**config.mk**
```make
export PLATFORM = sky130hd
export DESIGN_NAME = tree_sum_engine
export DESIGN_NICKNAME = d
export VERILOG_FILES = /design/src/rtl/tree_sum_pkg.sv /design/src/rtl/tree_sum_ctrl.sv /design/src/rtl/tree_sum_scratch.sv /design/src/rtl/tree_sum_engine.sv
export SDC_FILE = /design/constraint.sdc
export NUM_CORES = 2
export LEC_CHECK = 0
export ABC_AREA = 1
export BUFFER_PORTS_ARGS = -buffer_cell sky130_fd_sc_hd__buf_4
export CORE_MARGIN = 4
export CORE_UTILIZATION = 45
export DETAILED_ROUTE_END_ITERATION = 8
export GPL_TIMING_DRIVEN = 0
export PLACE_DENSITY = 0.69
export SYNTH_ARGS = -nofsm -noshare
export SYNTH_HDL_FRONTEND = slang
export SYNTH_SLANG_ARGS = --single-unit
```
**constraint.sdc**
```tcl
create_clock -name clk -period 14.3 [get_ports clk]
set_clock_uncertainty 0.05 [all_clocks]
set_input_delay 0.715 -clock clk [delete_from_list [all_inputs] [get_ports clk]]
set_output_delay 0.715 -clock clk [all_outputs]
set_load 0.005 [all_outputs]
```
**src/rtl/tree_sum_pkg.sv**
```systemverilog
package tree_sum_pkg;

   typedef enum logic [1:0] {
      ST_IDLE,
      ST_LOAD,
      ST_FOLD,
      ST_DONE
   } sum_state_e;

   function automatic bit is_pow2(int v);
      return (v > 0) && ((v & (v - 1)) == 0);
   endfunction

endpackage

```
**src/rtl/tree_sum_ctrl.sv**
```systemverilog
module tree_sum_ctrl
   import tree_sum_pkg::*;
#(
   parameter int LANES = 8,
   parameter int IW    = 10,
   parameter int GW    = 4,
   parameter int BW    = 20,
   parameter int SW    = 2
) (
   input  logic          clk,
   input  logic          rst_n,
   input  logic          start_i,
   input  logic [IW:0]   elem_count_i,
   input  logic [GW-1:0] grp_count_i,
   input  logic [GW-1:0] grp_idx_i,
   output logic          clr_o,
   output logic          ld_o,
   output logic          fold_o,
   output logic          busy_o,
   output logic          done_o,
   output logic [SW-1:0] step_o,
   output logic [BW-1:0] base_o,
   output logic [BW-1:0] stride_o,
   output logic [IW:0]   count_o
);
   localparam int LOG2B = $clog2(LANES);
   localparam int SHIFT = LOG2B + 1;

   sum_state_e    state_q;
   logic [BW-1:0] base_q, stride_q, base_nxt;
   logic [IW:0]   count_q;
   logic [SW-1:0] step_q;
   logic [GW-1:0] grp_eff;

   assign grp_eff  = (grp_count_i == '0) ? GW'(1) : grp_count_i;
   assign base_nxt = base_q + stride_q;

   always_ff @(posedge clk) begin
      if (!rst_n) begin
         state_q  <= ST_IDLE;
         base_q   <= '0;
         stride_q <= '0;
         count_q  <= '0;
         step_q   <= '0;
      end else begin
         case (state_q)
            ST_IDLE: if (start_i) begin
               state_q  <= ST_LOAD;
               count_q  <= elem_count_i;
               base_q   <= BW'(grp_idx_i) << SHIFT;
               stride_q <= BW'(grp_eff) << SHIFT;
            end
            ST_LOAD: begin
               base_q <= base_nxt;
               if (base_nxt >= BW'(count_q)) begin
                  state_q <= ST_FOLD;
                  step_q  <= '0;
               end
            end
            ST_FOLD: begin
               if (step_q == SW'(LOG2B - 1)) state_q <= ST_DONE;
               else                          step_q  <= step_q + 1'b1;
            end
            default: state_q <= ST_IDLE;
         endcase
      end
   end

   assign clr_o    = start_i && (state_q == ST_IDLE);
   assign ld_o     = (state_q == ST_LOAD);
   assign fold_o   = (state_q == ST_FOLD);
   assign done_o   = (state_q == ST_DONE);
   assign busy_o   = (state_q != ST_IDLE);
   assign step_o   = step_q;
   assign base_o   = base_q;
   assign stride_o = stride_q;
   assign count_o  = count_q;
endmodule

```
**src/rtl/tree_sum_scratch.sv**
```systemverilog
module tree_sum_scratch #(
   parameter int LANES = 8,
   parameter int DW    = 32,
   parameter int IW    = 10,
   parameter int BW    = 20,
   parameter int SW    = 2
) (
   input  logic                  clk,
   input  logic                  rst_n,
   input  logic                  clr_i,
   input  logic                  ld_i,
   input  logic                  fold_i,
   input  logic [SW-1:0]         step_i,
   input  logic [BW-1:0]         base_i,
   input  logic [IW:0]           count_i,
   input  logic [2*LANES*DW-1:0] rd_data_i,
   output logic [DW-1:0]         sum_o
);
   localparam int LOG2B = $clog2(LANES);

   logic [DW-1:0] acc_w [LANES];

   for (genvar l = 0; l < LANES; l++) begin : g_lane
      logic [DW-1:0] acc_q, lo_val, hi_val, partner;
      logic          lo_ok, hi_ok;
      logic [DW-1:0] part_k [LOG2B];

      // element at base+l and its twin LANES further on; masked past n
      assign lo_ok  = (base_i + BW'(l)) < BW'(count_i);
      assign hi_ok  = (base_i + BW'(LANES + l)) < BW'(count_i);
      assign lo_val = lo_ok ? rd_data_i[l*DW +: DW] : '0;
      assign hi_val = hi_ok ? rd_data_i[(LANES + l)*DW +: DW] : '0;

      // partner slot for each fold step, stride LANES>>(k+1)
      for (genvar k = 0; k < LOG2B; k++) begin : g_step
         localparam int S = LANES >> (k + 1);
         if (l < S) begin : g_act
            assign part_k[k] = acc_w[l + S];
         end else begin : g_idle
            assign part_k[k] = '0;
         end
      end

      always_comb begin
         partner = '0;
         for (int kk = 0; kk < LOG2B; kk++)
            if (step_i == SW'(kk)) partner = part_k[kk];
      end

      always_ff @(posedge clk) begin
         if (!rst_n)      acc_q <= '0;
         else if (clr_i)  acc_q <= '0;
         else if (ld_i)   acc_q <= acc_q + lo_val + hi_val;
         else if (fold_i) acc_q <= acc_q + partner;
      end

      assign acc_w[l] = acc_q;
   end

   assign sum_o = acc_w[0];
endmodule

```
**src/rtl/tree_sum_engine.sv**
```systemverilog
module tree_sum_engine
   import tree_sum_pkg::*;
#(
   parameter int LANES = 8,
   parameter int DW    = 32,
   parameter int IW    = 10,
   parameter int GW    = 4
) (
   input  logic                  clk,
   input  logic                  rst_n,
   input  logic                  start_i,
   input  logic [IW:0]           elem_count_i,
   input  logic [GW-1:0]         grp_count_i,
   input  logic [GW-1:0]         grp_idx_i,
   output logic [2*LANES*IW-1:0] rd_addr_o,
   input  logic [2*LANES*DW-1:0] rd_data_i,
   output logic                  done_o,
   output logic [DW-1:0]         sum_o
);
   localparam int LOG2B = $clog2(LANES);
   localparam int BW    = IW + GW + LOG2B + 2;
   localparam int SW    = $clog2(LOG2B + 1);

   if (!is_pow2(LANES) || LANES < 2 || LANES > 512) begin : g_bad_lanes
      $error("LANES must be a power of two in 2..512");
   end
   if (DW < 2 || IW < 1 || GW < 1) begin : g_bad_width
      $error("DW, IW and GW must be positive");
   end

   logic          clr_w, ld_w, fold_w, busy_w;
   logic [SW-1:0] step_w;
   logic [BW-1:0] base_w, stride_w;
   logic [IW:0]   count_w;

   tree_sum_ctrl #(.LANES(LANES), .IW(IW), .GW(GW), .BW(BW), .SW(SW)) u_ctrl (
      .clk(clk), .rst_n(rst_n), .start_i(start_i),
      .elem_count_i(elem_count_i), .grp_count_i(grp_count_i), .grp_idx_i(grp_idx_i),
      .clr_o(clr_w), .ld_o(ld_w), .fold_o(fold_w), .busy_o(busy_w), .done_o(done_o),
      .step_o(step_w), .base_o(base_w), .stride_o(stride_w), .count_o(count_w)
   );

   tree_sum_scratch #(.LANES(LANES), .DW(DW), .IW(IW), .BW(BW), .SW(SW)) u_scr (
      .clk(clk), .rst_n(rst_n), .clr_i(clr_w), .ld_i(ld_w), .fold_i(fold_w),
      .step_i(step_w), .base_i(base_w), .count_i(count_w),
      .rd_data_i(rd_data_i), .sum_o(sum_o)
   );

   for (genvar j = 0; j < 2*LANES; j++) begin : g_addr
      assign rd_addr_o[j*IW +: IW] = base_w[IW-1:0] + IW'(j);
   end
endmodule

```
# Yosys cells after proc, flatten, opt, wreduce, memory -nomap -nowiden
# Index checks and enable logic that the tools add are counted.
[word_totals]
memories = 0
reg_bits = 294
mem_bits_rw = 0
input_bits = 534
latch_bits = 0
output_inout_bits = 193
rom_bits = 0
[op_classes]
n_lt_le_gt_ge = 17
n_eq_ne = 9
n_addsub = 52
mux = 50
mul = 0
bitwise_logic = 1
reduce_logical = 11
n_shift = 0
div = 0
[ops]
columns = ["cell", "count"]
rows = [
  ["$mux 32", 40],
  ["$add 32x32->32", 20],
  ["$lt 19x11->1", 16],
  ["$add 19x4->19 const B", 8],
  ["$add 10x4->10 const B", 8],
  ["$add 19x3->19 const B", 4],
  ["$add 10x3->10 const B", 4],
  ["$add 19x2->19 const B", 2],
  ["$pmux 19 s2", 1],
  ["$add 10x2->10 const B", 2],
  ["$add 19x1->19 const B", 1],
  ["$add 19x8->19", 1],
  ["$ge 19x11->1", 1],
  ["$mux 19", 1],
  ["$add 10x1->10 const B", 1],
  ["$mux 2", 5],
  ["$eq 2x2->1 const B", 3],
  ["$pmux 2 s3", 1],
  ["$reduce_and 3->1", 2],
  ["$eq 2x1->1 const B", 2],
  ["$logic_not 2->1", 2],
  ["$logic_not 4->1", 1],
  ["$mux 4", 1],
  ["$ne 2x1->1 const B", 2],
  ["other kinds (8)", 11],
]

# Longest topological paths before layout
[logic_depth]
depth_word = 7
depth_mapped = 36

# Cells and area by module
# A second synthesis with hierarchy kept.
[hier_totals]
cells_unflattened = 8375
hier_area_um2 = 52177.5
[modules_own_cells]
columns = ["module", "seq_area_each_um2", "cells_each", "area_each_um2", "instances"]
rows = [
  ["tree_sum_scratch", 5124.9, 7659, 47752.0, 1],
  ["tree_sum_ctrl", 680.7, 334, 2277.2, 1],
  ["tree_sum_engine", 0.0, 382, 2148.3, 1],
]

# Worst setup path after synthesis
# OpenSTA, ideal clock, no wires.
[synth_path]
path_type = "register -> register"
startpoint = "reg u_ctrl.base_q[8] (netlist: u_ctrl.base_o[8])"
endpoint = "reg u_scr.g_lane[5].acc_q[23]"
stages_incl_launch_ff = 25
t_required_ps = 14135
path_slack_ps = 9629
path_buffers = 2
setup_ps = 115
t_arrival_ps = 4506
cell_sequence = "dfxtp_1 -> clkbuf_1 -> ha_1 -> nand2_1 -> nor2_1 -> o21ai_0 -> nand3_1 -> nor2_4 -> nand2_2 -> inv_2 -> clkbuf_1 -> nand2_1 -> fa_1 -> inv_1 -> ha_1 -> inv_1 -> fa_1 -> o21ai_1 -> a21boi_0 -> o21ai_2 -> nand2_1 -> o21ai_0 -> xor2_1 -> o21ai_0 -> inv_1"
[synth_via]
elab_chain_len = 6
word_cells_on_any_way = 9
cone_classes = "4 x add/sub; 2 x order compare; 3 x mux"
[synth_lines]
columns = ["item", "line_no", "rtl"]
rows = [
  ["start, declared", "tree_sum_ctrl.sv:30", "logic [BW-1:0] base_q, stride_q, base_nxt;"],
  ["start signal, assigned", "tree_sum_ctrl.sv:50", "base_q <= BW'(grp_idx_i) << SHIFT;"],
  ["start signal, assigned", "tree_sum_ctrl.sv:54", "base_q <= base_nxt;"],
  ["$add 19x3->19", "tree_sum_scratch.sv:29", "assign lo_ok = (base_i + BW'(l)) < BW'(count_i);"],
  ["$lt 19x11->1", "tree_sum_scratch.sv:29", ""],
  ["$mux 32", "tree_sum_scratch.sv:31", "assign lo_val = lo_ok ? rd_data_i[l*DW +: DW] : '0;"],
  ["$add 32x32->32", "tree_sum_scratch.sv:53", "else if (ld_i) acc_q <= acc_q + lo_val + hi_val;"],
  ["$add 32x32->32 *", "tree_sum_scratch.sv:53", ""],
  ["$mux 32 *", "tree_sum_scratch.sv:53", ""],
  ["end signal, assigned", "tree_sum_scratch.sv:53", ""],
  ["end signal, assigned", "tree_sum_scratch.sv:54", "else if (fold_i) acc_q <= acc_q + partner;"],
  ["end, declared", "tree_sum_scratch.sv:24", "logic [DW-1:0] acc_q, lo_val, hi_val, partner;"],
]
# Mark *: on every way between the ends. The rest lies on a longest branch, timed or not. The select of a mux whose other input is x is not followed.
# A chain may end at the register's enable or synchronous reset.

# Worst setup path after layout
[layout_path]
startpoint = "reg u_ctrl.base_q[6] (netlist: u_ctrl.base_o[6])"
endpoint = "reg u_scr.g_lane[0].acc_q[25] (netlist: u_scr.sum_o[25])"
[layout_via]
elab_chain_len = 5
word_cells_on_any_way = 8
cone_classes = "3 x add/sub; 2 x order compare; 3 x mux"
[layout_lines]
columns = ["item", "line_no"]
rows = [
  ["$lt 19x11->1 / $add 19x4->19 (equally long branches)", "tree_sum_scratch.sv:29, tree_sum_scratch.sv:30"],
  ["$mux 32 / $lt 19x11->1 (equally long branches)", "tree_sum_scratch.sv:31, tree_sum_scratch.sv:30"],
  ["$add 32x32->32 / $mux 32 (equally long branches)", "tree_sum_scratch.sv:53, tree_sum_scratch.sv:32"],
  ["$add 32x32->32 *", "tree_sum_scratch.sv:53"],
  ["$mux 32 *", "tree_sum_scratch.sv:53"],
  ["end signal, assigned", "tree_sum_scratch.sv:53"],
  ["end signal, assigned", "tree_sum_scratch.sv:54"],
  ["end, declared", "tree_sum_scratch.sv:24"],
]
# Mark *: on every way between the ends. The rest lies on a longest branch, timed or not.

==> flow_metrics.tcl <==
set metrics [dict create \
    crit_path_end_kind "flip-flop" \
    hold_viol_final 0 \
    ys_seq_elements 290 \
    hold_buffers 0 \
    path_class "flip-flop to flip-flop" \
    crit_arrival_ns 7.27 \
    yosysSeqAreaShare 0.123 \
    drc_errors 0 \
    layout_common_cells "nand2_1 (1749), inv_1 (1469), a21oi_1 (818)" \
    htreeDepth 2 \
    async_reset_ff_frac 0 \
    grt_max_degree 21 \
    drv_cap 5 \
    die_area_um2 110000 \
    viasPerCell 5.61 \
    antenna_found_initial 7 \
    hold_class "input pin to flip-flop" \
    post-route-min-period_ns 6.84 \
    drive_gt1_frac 0.112 \
    postCtsSetupRepairBufs 0 \
    dr_total_vias 56000 \
    clkLatencyLatePin_ns 0.63 \
    max_slew_margin -0.0551 \
    clkTransAtPathRegs_ns 0.06 \
    yosysTopAreaCellShare 0.139 \
    synthTopCellsByArea "nand2_1 (14%), dfxtp_1 (12%), inv_1 (12%), fa_1 (11%), ha_1 (11%)" \
    initial_utilization 0.455 \
    post-dp-hpwl_um 201000 \
    synth_edf_count 0 \
    crit_fanout 12 \
    mostFrequentLayoutCell "nand2_1" \
    die_height_um 332 \
    max_stage_delay_ns 0.63 \
    syn_inst 7797 \
    grt_pass1_vias 52300 \
    drv_slew 55 \
    synth_ff_type "dfxtp_1" \
    grt_pass1_wl_um 339000 \
    synth_warnings 0 \
    cts.repair.resized 0 \
    die-width_um 332 \
    tns_ns 0 \
    io_pins 727 \
    worstPathRequired_ns 14.73 \
    syn_area_um2 47300 \
    drt_wl_total_um 237000 \
    fillers 10900 \
    portBuffers 661 \
    clock-sinks 290 \
    nets 9768 \
    gr-usage-all-layers 0.409 \
    rsz0062_at_grt "no" \
    cts-root-buf "clkbuf_16" \
    gp_congestion 1.06 \
    critPathMostFrequentCell "nand2_1" \
    syn_area_per_cell_um2 6.06 \
    drtPass1Iterations 7 \
    violations "max-capacitance violations, max-slew violations" \
    drt-initial-drc-count 6898 \
    critical-path-slowest-cell "dfxtp_1" \
    status "finished, violations left" \
    rows 118 \
    cts_buffers 40 \
    yosysTopAreaCell "nand2_1" \
    syn2layout_area_growth_pct 17.7 \
    cp-start-kind "flip-flop" \
    clock_path_buffers 3 \
    ant_nets 0 \
    ys_types 55 \
    overflow 0 \
    worst_pin_slew_ns 1.58 \
    coreArea_um2 104000 \
    cts_tree "yes" \
    max_freq_ghz 0.146 \
    setup_viol_count_final 0 \
    period_share 0.479 \
    wl_per_cell_um 23.7 \
]
[cells in the mapped netlist (all sizes together), types with 23 or more instances]
library cell	number
nand3b	36
o211ai	43
clkbuf	154
o21ai	530
o31ai	34
fa	261
a31oi	35
ha	409
inv	1476
o21bai	44
buf	216
nand3	528
o21a	32
a21oi	818
nor3	126
nor4	25
xor2	98
dfxtp	290
nand4	94
a21o	41
a22oi	23
nor2	621
nand2	1754
xnor2	33
[cell families (layout without fill, tap and decap cells)]
logic type               Yosys count  count (layout)  share of synthesized area
flip-flops                       290             290                      0.123
AO/OA/AOI/OAI                   1649            1649                      0.190
adder cells (fa/ha/maj)          670             670                      0.219
AND/OR/NAND/NOR                 3203            3203                      0.284
other                              2              67                   0.000159
XOR/XNOR                         131             131                     0.0243
buffers and inverters           1852            2588                      0.160
[routing by layer]
layer,share of wire,global-route usage,up-vias
met1,0.41,0.558,26000
met2,0.41,0.611,3096
li1,-,-,26400
met3,0.12,0.0925,472
met4,0.058,0.192,0
met5,0,0,-
[layout make-up]
type | count | area (um2) | area share
repair buffers | 663 | 4990 | 0.0898
plain buffers | 370 | 2010 | 0.0362
inverters | 1482 | 5560 | 0.100
clock inverters | 19 | 240 | 0.00432
clock buffers | 54 | 1130 | 0.0204
multi-input cells | 5717 | 34100 | 0.614
diodes | 3 | 7.51 | 0.000135
flip-flops and latches | 290 | 5810 | 0.104
well taps | 1380 | 1730 | 0.0310
[per-stage QoR]
step	hold slack, ns	setup slack, ns	cells	util	area (um2)
2_1_floorplan	0.391	9.63	7859	-	47500
3_3_place_gp	0.398	7.81	9900	0.521	54200
3_5_place_dp	0.405	7.77	9901	0.522	54200
4_1_cts	0.286	7.78	9974	0.535	55600
5_1_grt	0.324	7.21	9975	0.535	55600
6_report	0.303	7.46	9978	0.535	55600
[registers in the layout, indices dropped and copies added (netlist names)]
signal,cells
u_scr.sum_o,32
u_scr.g_lane.acc_q,224
u_ctrl.count_o,11
u_ctrl.stride_o,4
u_ctrl.base_o,15
u_ctrl.state_q,2
u_ctrl.step_o,2
[worst max-delay path: cells and delay by family, from the launching register on]
kind / cells / cell delay [ns]
adders and majority gates: 4 / 1.47
and+or+nand+nor: 20 / 2.70
AOI/OAI and AO/OA: 1 / 0.41
DFF: 1 / 0.63
buffers and inverters: 7 / 1.41
[path summary, 6_finish.rpt]
| path | to | slack (ns) | from | cells after the start |
|---|---|---|---|---|
| min reg2reg | u_scr.g_lane[7].acc_q[2]$_SDFFE_PP0P_ | 0.41 | u_scr.g_lane[7].acc_q[2]$_SDFFE_PP0P_ | 2 |
| min | u_ctrl.stride_o[5]$_SDFFE_PN0P_ | 0.30 | grp_count_i[1] | 3 |
| max reg2reg | u_scr.sum_o[25]$_SDFFE_PP0P_ | 7.46 | u_ctrl.base_o[6]$_SDFFE_PN0P_ | 32 |
| max | u_scr.sum_o[25]$_SDFFE_PP0P_ | 7.46 | u_ctrl.base_o[6]$_SDFFE_PN0P_ | 32 |
Power is left out: the tool's default activity adds up to more than one toggle a clock period on the data nets, which glitch-free logic cannot reach.
